## src/rtl/i2cb_pkg.sv

```systemverilog
package i2cb_pkg;

    localparam int DATA_W = 8;
    localparam int ADDR_W = 4;

    localparam logic [ADDR_W-1:0] A_CTRL = 4'h0;
    localparam logic [ADDR_W-1:0] A_CLKT = 4'h1;
    localparam logic [ADDR_W-1:0] A_CMD  = 4'h2;
    localparam logic [ADDR_W-1:0] A_DATA = 4'h3;
    localparam logic [ADDR_W-1:0] A_FCLR = 4'h8;
    localparam logic [ADDR_W-1:0] A_IEN  = 4'hA;

    localparam logic [3:0] OP_START   = 4'd1;
    localparam logic [3:0] OP_RSTART  = 4'd2;
    localparam logic [3:0] OP_WRITE   = 4'd3;
    localparam logic [3:0] OP_RD_ACK  = 4'd6;
    localparam logic [3:0] OP_RD_NACK = 4'd7;
    localparam logic [3:0] OP_STOP    = 4'd10;

    localparam logic [1:0] ST_OK    = 2'd0;
    localparam logic [1:0] ST_ACK   = 2'd1;
    localparam logic [1:0] ST_NACK  = 2'd2;
    localparam logic [1:0] ST_ABORT = 2'd3;

    typedef struct packed {
        logic              srst;
        logic [DATA_W-1:0] clkt;
        logic              busy;
        logic [3:0]        op;
        logic [1:0]        status;
        logic [DATA_W-1:0] data;
        logic              flag;
        logic              ien;
        logic              bus_on;
        logic [3:0]        slot;
        logic [1:0]        phase;
        logic              scl_low;
        logic              sda_low;
    } eng_t;

    function automatic logic is_read(input logic [3:0] op);
        return (op == OP_RD_ACK) || (op == OP_RD_NACK);
    endfunction

    function automatic logic is_byte(input logic [3:0] op);
        return (op == OP_WRITE) || is_read(op);
    endfunction

    // Returns {pull SCL low, pull SDA low} for one phase of one slot
    function automatic logic [1:0] line_drive(input logic [3:0] op,
                                              input logic [3:0] slot,
                                              input logic [1:0] ph,
                                              input logic [DATA_W-1:0] tx);
        logic scl_l;
        logic sda_l;
        scl_l = (ph == 2'd0) || (ph == 2'd3);
        sda_l = 1'b0;
        case (op)
            OP_START: begin
                scl_l = (ph == 2'd3);
                sda_l = ph[1];
            end
            OP_RSTART: sda_l = ph[1];
            OP_STOP: begin
                scl_l = (ph == 2'd0);
                sda_l = !ph[1];
            end
            OP_WRITE:  sda_l = (slot < 4'd8) ? !tx[3'(4'd7 - slot)] : 1'b0;
            OP_RD_ACK: sda_l = (slot == 4'd8);
            default:   sda_l = 1'b0;
        endcase
        return {scl_l, sda_l};
    endfunction

endpackage

```

## src/rtl/i2cb_phase_timer.sv

```systemverilog
module i2cb_phase_timer #(
    parameter int CT_W   = 8,
    parameter int PH_MUL = 16
) (
    input  logic            clk,
    input  logic            rst_n,
    input  logic            run,
    input  logic [CT_W-1:0] clkt,
    output logic            tick
);
    localparam int CNT_W = CT_W + $clog2(PH_MUL);

    logic [CNT_W-1:0] cnt_d, cnt_q, limit;

    always_comb begin
        limit = CNT_W'(clkt) * CNT_W'(PH_MUL) + CNT_W'(PH_MUL - 1);
        tick  = run && (cnt_q == limit);
        cnt_d = (!run || tick) ? '0 : cnt_q + CNT_W'(1);
    end

    always_ff @(posedge clk or negedge rst_n) begin
        if (!rst_n) cnt_q <= '0;
        else        cnt_q <= cnt_d;
    end
endmodule

```

## src/rtl/i2cb_regread.sv

```systemverilog
module i2cb_regread
    import i2cb_pkg::*;
(
    input  logic [ADDR_W-1:0] addr,
    input  logic              srst,
    input  logic [DATA_W-1:0] clkt,
    input  logic              busy,
    input  logic [1:0]        status,
    input  logic [3:0]        op,
    input  logic [DATA_W-1:0] data,
    input  logic              flag,
    input  logic              ien,
    output logic [DATA_W-1:0] rdata
);
    always_comb begin
        case (addr)
            A_CTRL:  rdata = {7'd0, srst};
            A_CLKT:  rdata = clkt;
            A_CMD:   rdata = {busy, status, 1'b0, op};
            A_DATA:  rdata = data;
            A_FCLR:  rdata = {7'd0, flag};
            A_IEN:   rdata = {7'd0, ien};
            default: rdata = '0;
        endcase
    end
endmodule

```

## src/rtl/i2c_byte_master.sv

```systemverilog
module i2c_byte_master
    import i2cb_pkg::*;
#(
    parameter int PH_MUL = 16
) (
    input  logic              clk,
    input  logic              rst_n,
    input  logic              reg_wr,
    input  logic [ADDR_W-1:0] reg_addr,
    input  logic [DATA_W-1:0] reg_wdata,
    output logic [DATA_W-1:0] reg_rdata,
    output logic              irq,
    output logic              scl_oe,
    output logic              sda_oe,
    input  logic              sda_in
);
    eng_t r_d, r_q;
    logic tick;
    logic go_wr;
    logic launch_ok;
    logic [3:0] new_op;

    i2cb_phase_timer #(.CT_W(DATA_W), .PH_MUL(PH_MUL)) u_timer (
        .clk  (clk),
        .rst_n(rst_n),
        .run  (r_q.busy),
        .clkt (r_q.clkt),
        .tick (tick)
    );

    i2cb_regread u_rd (
        .addr  (reg_addr),
        .srst  (r_q.srst),
        .clkt  (r_q.clkt),
        .busy  (r_q.busy),
        .status(r_q.status),
        .op    (r_q.op),
        .data  (r_q.data),
        .flag  (r_q.flag),
        .ien   (r_q.ien),
        .rdata (reg_rdata)
    );

    always_comb begin
        r_d       = r_q;
        go_wr     = reg_wr && (reg_addr == A_CMD) && reg_wdata[7];
        new_op    = reg_wdata[3:0];
        launch_ok = (new_op == OP_START) || (new_op == OP_RSTART) ||
                    ((is_byte(new_op) || (new_op == OP_STOP)) && r_q.bus_on);

        if (reg_wr) begin
            case (reg_addr)
                A_CTRL:  r_d.srst = reg_wdata[0];
                A_CLKT:  r_d.clkt = reg_wdata;
                A_DATA:  if (!r_q.busy) r_d.data = reg_wdata;
                A_FCLR:  if (reg_wdata[0]) r_d.flag = 1'b0;
                A_IEN:   r_d.ien = reg_wdata[0];
                default: ;
            endcase
        end

        if (r_q.srst) begin
            r_d.busy    = 1'b0;
            r_d.bus_on  = 1'b0;
            r_d.slot    = '0;
            r_d.phase   = '0;
            r_d.scl_low = 1'b0;
            r_d.sda_low = 1'b0;
            r_d.flag    = 1'b0;
        end else if (r_q.busy) begin
            if (tick) begin
                if (r_q.phase == 2'd2) begin
                    if (is_read(r_q.op) && (r_q.slot < 4'd8))
                        r_d.data = {r_q.data[DATA_W-2:0], sda_in};
                    if ((r_q.op == OP_WRITE) && (r_q.slot == 4'd8))
                        r_d.status = sda_in ? ST_NACK : ST_ACK;
                end
                if (r_q.phase == 2'd3) begin
                    if (!is_byte(r_q.op) || (r_q.slot == 4'd8)) begin
                        r_d.busy = 1'b0;
                        r_d.flag = 1'b1;
                        if (r_q.op == OP_STOP)      r_d.bus_on = 1'b0;
                        else if (!is_byte(r_q.op))  r_d.bus_on = 1'b1;
                    end else begin
                        r_d.slot  = r_q.slot + 4'd1;
                        r_d.phase = 2'd0;
                        {r_d.scl_low, r_d.sda_low} =
                            line_drive(r_q.op, r_q.slot + 4'd1, 2'd0, r_q.data);
                    end
                end else begin
                    r_d.phase = r_q.phase + 2'd1;
                    {r_d.scl_low, r_d.sda_low} =
                        line_drive(r_q.op, r_q.slot, r_q.phase + 2'd1, r_q.data);
                end
            end
        end else if (go_wr) begin
            r_d.op = new_op;
            if (launch_ok) begin
                r_d.busy   = 1'b1;
                r_d.slot   = '0;
                r_d.phase  = '0;
                r_d.status = ST_OK;
                {r_d.scl_low, r_d.sda_low} = line_drive(new_op, 4'd0, 2'd0, r_q.data);
            end else begin
                r_d.status = ST_ABORT;
                r_d.flag   = 1'b1;
            end
        end
    end

    always_ff @(posedge clk or negedge rst_n) begin
        if (!rst_n) r_q <= '0;
        else        r_q <= r_d;
    end

    assign irq    = r_q.flag & r_q.ien;
    assign scl_oe = r_q.scl_low;
    assign sda_oe = r_q.sda_low;
endmodule

```

## config.mk

```make
export PLATFORM = sky130hd
export DESIGN_NAME = i2c_byte_master
export DESIGN_NICKNAME = d
export VERILOG_FILES = /design/src/rtl/i2cb_pkg.sv /design/src/rtl/i2cb_phase_timer.sv /design/src/rtl/i2cb_regread.sv /design/src/rtl/i2c_byte_master.sv
export SDC_FILE = /design/constraint.sdc
export NUM_CORES = 1
export LEC_CHECK = 0
export BUFFER_PORTS_ARGS = -buffer_cell sky130_fd_sc_hd__buf_2
export CAP_MARGIN = 0
export CORE_MARGIN = 2
export CORE_UTILIZATION = 33
export DETAILED_ROUTE_END_ITERATION = 6
export PLACE_DENSITY = 0.58
export SYNTH_ARGS = -nofsm -noshare
export SYNTH_HDL_FRONTEND = slang
export SYNTH_HIERARCHICAL = 1
export SYNTH_SLANG_ARGS = --single-unit
```

## constraint.sdc

```tcl
create_clock -name clk -period 3.36 [get_ports clk]
set_input_delay 0.336 -clock clk [delete_from_list [all_inputs] [get_ports clk]]
set_output_delay 0.336 -clock clk [all_outputs]
set_load 0.05 [all_outputs]
```

==> flow_summary.toml <==
[timing]
slew_headroom_pct = 28.5
final-setup-viol-count = 0
tns_ps = 0
worstMarginPinSlew_ps = 1070
fmax_mhz = 420
rsz0062_at_grt = "no"
finClkSkew_ps = 6.57
period_share_pct = 70.8
drv_slew = 0
hold_viol = 0
fin_crit_ps = 2380

[worst_setup_path]
cp.arrival_ps = 2570
crit_chain = "ha_1 -> and3_1 -> nand2_1 -> nor4_1 -> and2_1 -> nand2_1 -> nor2b_1 -> or3_4 -> mux2_4"
slowest_stage = "dfrtp_1"
slowest_delay_ps = 390
path_max_fanout = 6
required_ps = 3550
start_kind = "flip-flop"
path_buf_inv = 0
rrSetupSlack_ps = 980
r2r_cells = 9
path_class = "reg -> reg"
rr_startpoint = "u_timer/cnt_q[0]"
crit_top_cell = "nand2_1"
endpoint_kind = "flip-flop"
crit_family = "simple AND/OR/NAND/NOR gates"
r2r_end = "r_q[3]"

[global_routing]
first_global_vias = 2212
track_usage_pct = 14.2
grt_overflow = 0
grt_pass1_wl_um = 11300
grt_antenna_before_repair = 0
grt_max_degree = 48

[pwr]
intPower_w = 0.00105
p_comb_share_pct = 23.4
p_total_w = 0.00155
power.switching_w = 0.000496
p_leak_nw = 1.36
vdd_drop_max_mv = 0.288
pwr-share-seq_pct = 48.4
power_density_nw_per_um2 = 468
sw_frac_of_total_pct = 32.0
clkPwrFrac_pct = 28.3

[synthesis]
synth_edf_count = 0
synthTopCellsByCount = "47 x dfrtp_1, 34 x nor2_1, 26 x nand2_1"
mappedNetlistNets = 319
synth.distinct_cells = 51
synthCells = 297
ys.flop_type = "dfrtp_1"
synthArstFlopShare_pct = 100
synth.area.top_cells = "dfrtp_1 39%, mux2_2 6.4%, xnor2_1 5.3%, nor2_1 4.3%, mux2i_1 3.7%"
ys_ff_latch = 47
synth.most_common_cell = "dfrtp_1"
ys_seq_area_share_pct = 39.5
netlist_area_um2 = 2980
synth_top_cell_by_area = "dfrtp_1"
ys.warnings.count = 6
synth.avg_cell_area_um2 = 10.0
yosys.area.top_type_share_pct = 39.5

[detailed_routing]
antenna_left = 0
post_drt_wl_per_cell_um = 15.7
drc = 0
wirelength_um = 6740
first_pass_iters = 4
drt_iter0_markers = 132
via_count = 2250
vias_per_cell = 5.23

[clock_network]
clk_path_buf_depth = 2
htree_levels = 2
clock_latency_ps = 300
cts_resized = 0
ctsHoldBuffers = 0
cts_tree = "yes"
clkSinkCount = 47
path_clk_slew_ps = 90
clock-root-buffer = "clkbuf_8"
post_cts_buffers = 0
numCtsBuffers = 5

[floorplanning]
die_x_um = 99.0
coreArea_um2 = 8720
die_h_um = 99.0
initial_utilization_pct = 34.2
rows = 34
design.portCount = 27
dieArea_um2 = 9810

[layout]
drive_above_1_share_pct = 20.8
syn_to_final_growth_pct = 11.0
antenna_cells = 0
finalNetCount = 343
num-fill-cells = 884

[place]
io_buffers = 26
place_congestion = 0.823
dp_hpwl_um = 4950

[job]
cap_violations = 0

[status]
outcome = "finished, final reports clean"

[min_path]
worstHoldPathType = "in -> async"
## layer usage
| layer | wire, um | vias up | GRT usage [%] |
|---|---|---|---|
| li1 | - | 1114 | - |
| met1 | 3300 | 1087 | 20.5 |
| met2 | 3140 | 43 | 22.8 |
| met3 | 254 | 6 | 2.13 |
| met4 | 46 | 0 | 2.85 |
| met5 | 0 | - | 0 |
## worst max path at each step
stage / startpoint / end / slack, ps / depth (start not counted)
floorplan: u_timer/cnt_q[0] / r_q[15] / 1190 / 9
global placement: u_timer/cnt_q[0] / r_q[3] / 1000 / 9
detailed placement: u_timer/cnt_q[0] / scl_oe / 970 / 9
CTS: u_timer/cnt_q[0] / scl_oe / 950 / 9
global route: u_timer/cnt_q[0] / r_q[3] / 810 / 9
finish: u_timer/cnt_q[0] / r_q[3] / 980 / 9
## final cells by class
class	instances	area [um2]	area share, %
multi-input combinational	226	1690	51.0
inverter	14	52.6	1.59
sequential	47	1180	35.6
tap	108	135	4.09
timing repair buffer	27	138	4.16
clock buffer	6	82.6	2.50
clock inverter	2	35.0	1.06
## flip-flops by register name, indices dropped and copies added (netlist names)
register and flops:
sda_oe 1, u_timer/cnt_q 12, scl_oe 1, r_q 33
## cell usage in the layout, fill, tap and decap left out, drive strengths merged, types with 9 or more instances in the layout
| master | count |
|---|---|
| dfrtp | 47 |
| nor2 | 34 |
| buf | 27 |
| nand2 | 26 |
| mux2 | 22 |
| o21ai | 19 |
| xnor2 | 18 |
| inv | 14 |
| mux2i | 11 |
| nor3 | 9 |
## through the flow
step | instances | cell area, um2 | worst slack, ps | utilization (%) | hold WS (ps)
3_3_place_gp | 422 | 3190 | 1000 | 36.6 | 466
5_1_grt | 430 | 3310 | 810 | 37.9 | 297
2_1_floorplan | 297 | 2980 | 1190 | - | 40.4
4_1_cts | 430 | 3310 | 953 | 37.9 | 260
3_5_place_dp | 422 | 3190 | 969 | 36.6 | 485
6_report | 430 | 3310 | 981 | 37.9 | 230
## power by group through the flow
stage          Sequential (W)  Clock (W)  Combinational (W)
6_report             0.000749   0.000438           0.000362
5_1_grt              0.000767   0.000469           0.000396
4_1_cts              0.000750   0.000453           0.000365
3_5_place_dp         0.000762          0           0.000363
3_3_place_gp         0.000758          0           0.000359
2_1_floorplan        0.000748          0           0.000262
## cells by family (layout without fill, tap and decap cells)
logic type / after synthesis / after routing / share of synthesized area [%]
xor+xnor: 21 / 21 / 6.17
buf+inv: 24 / 49 / 3.90
simple gates: 112 / 112 / 19.9
flops: 47 / 47 / 39.5
fa+ha+maj: 6 / 6 / 2.52
compound gates: 49 / 49 / 11.7
mux: 38 / 38 / 16.3
(Power assumes the default switching activity.)
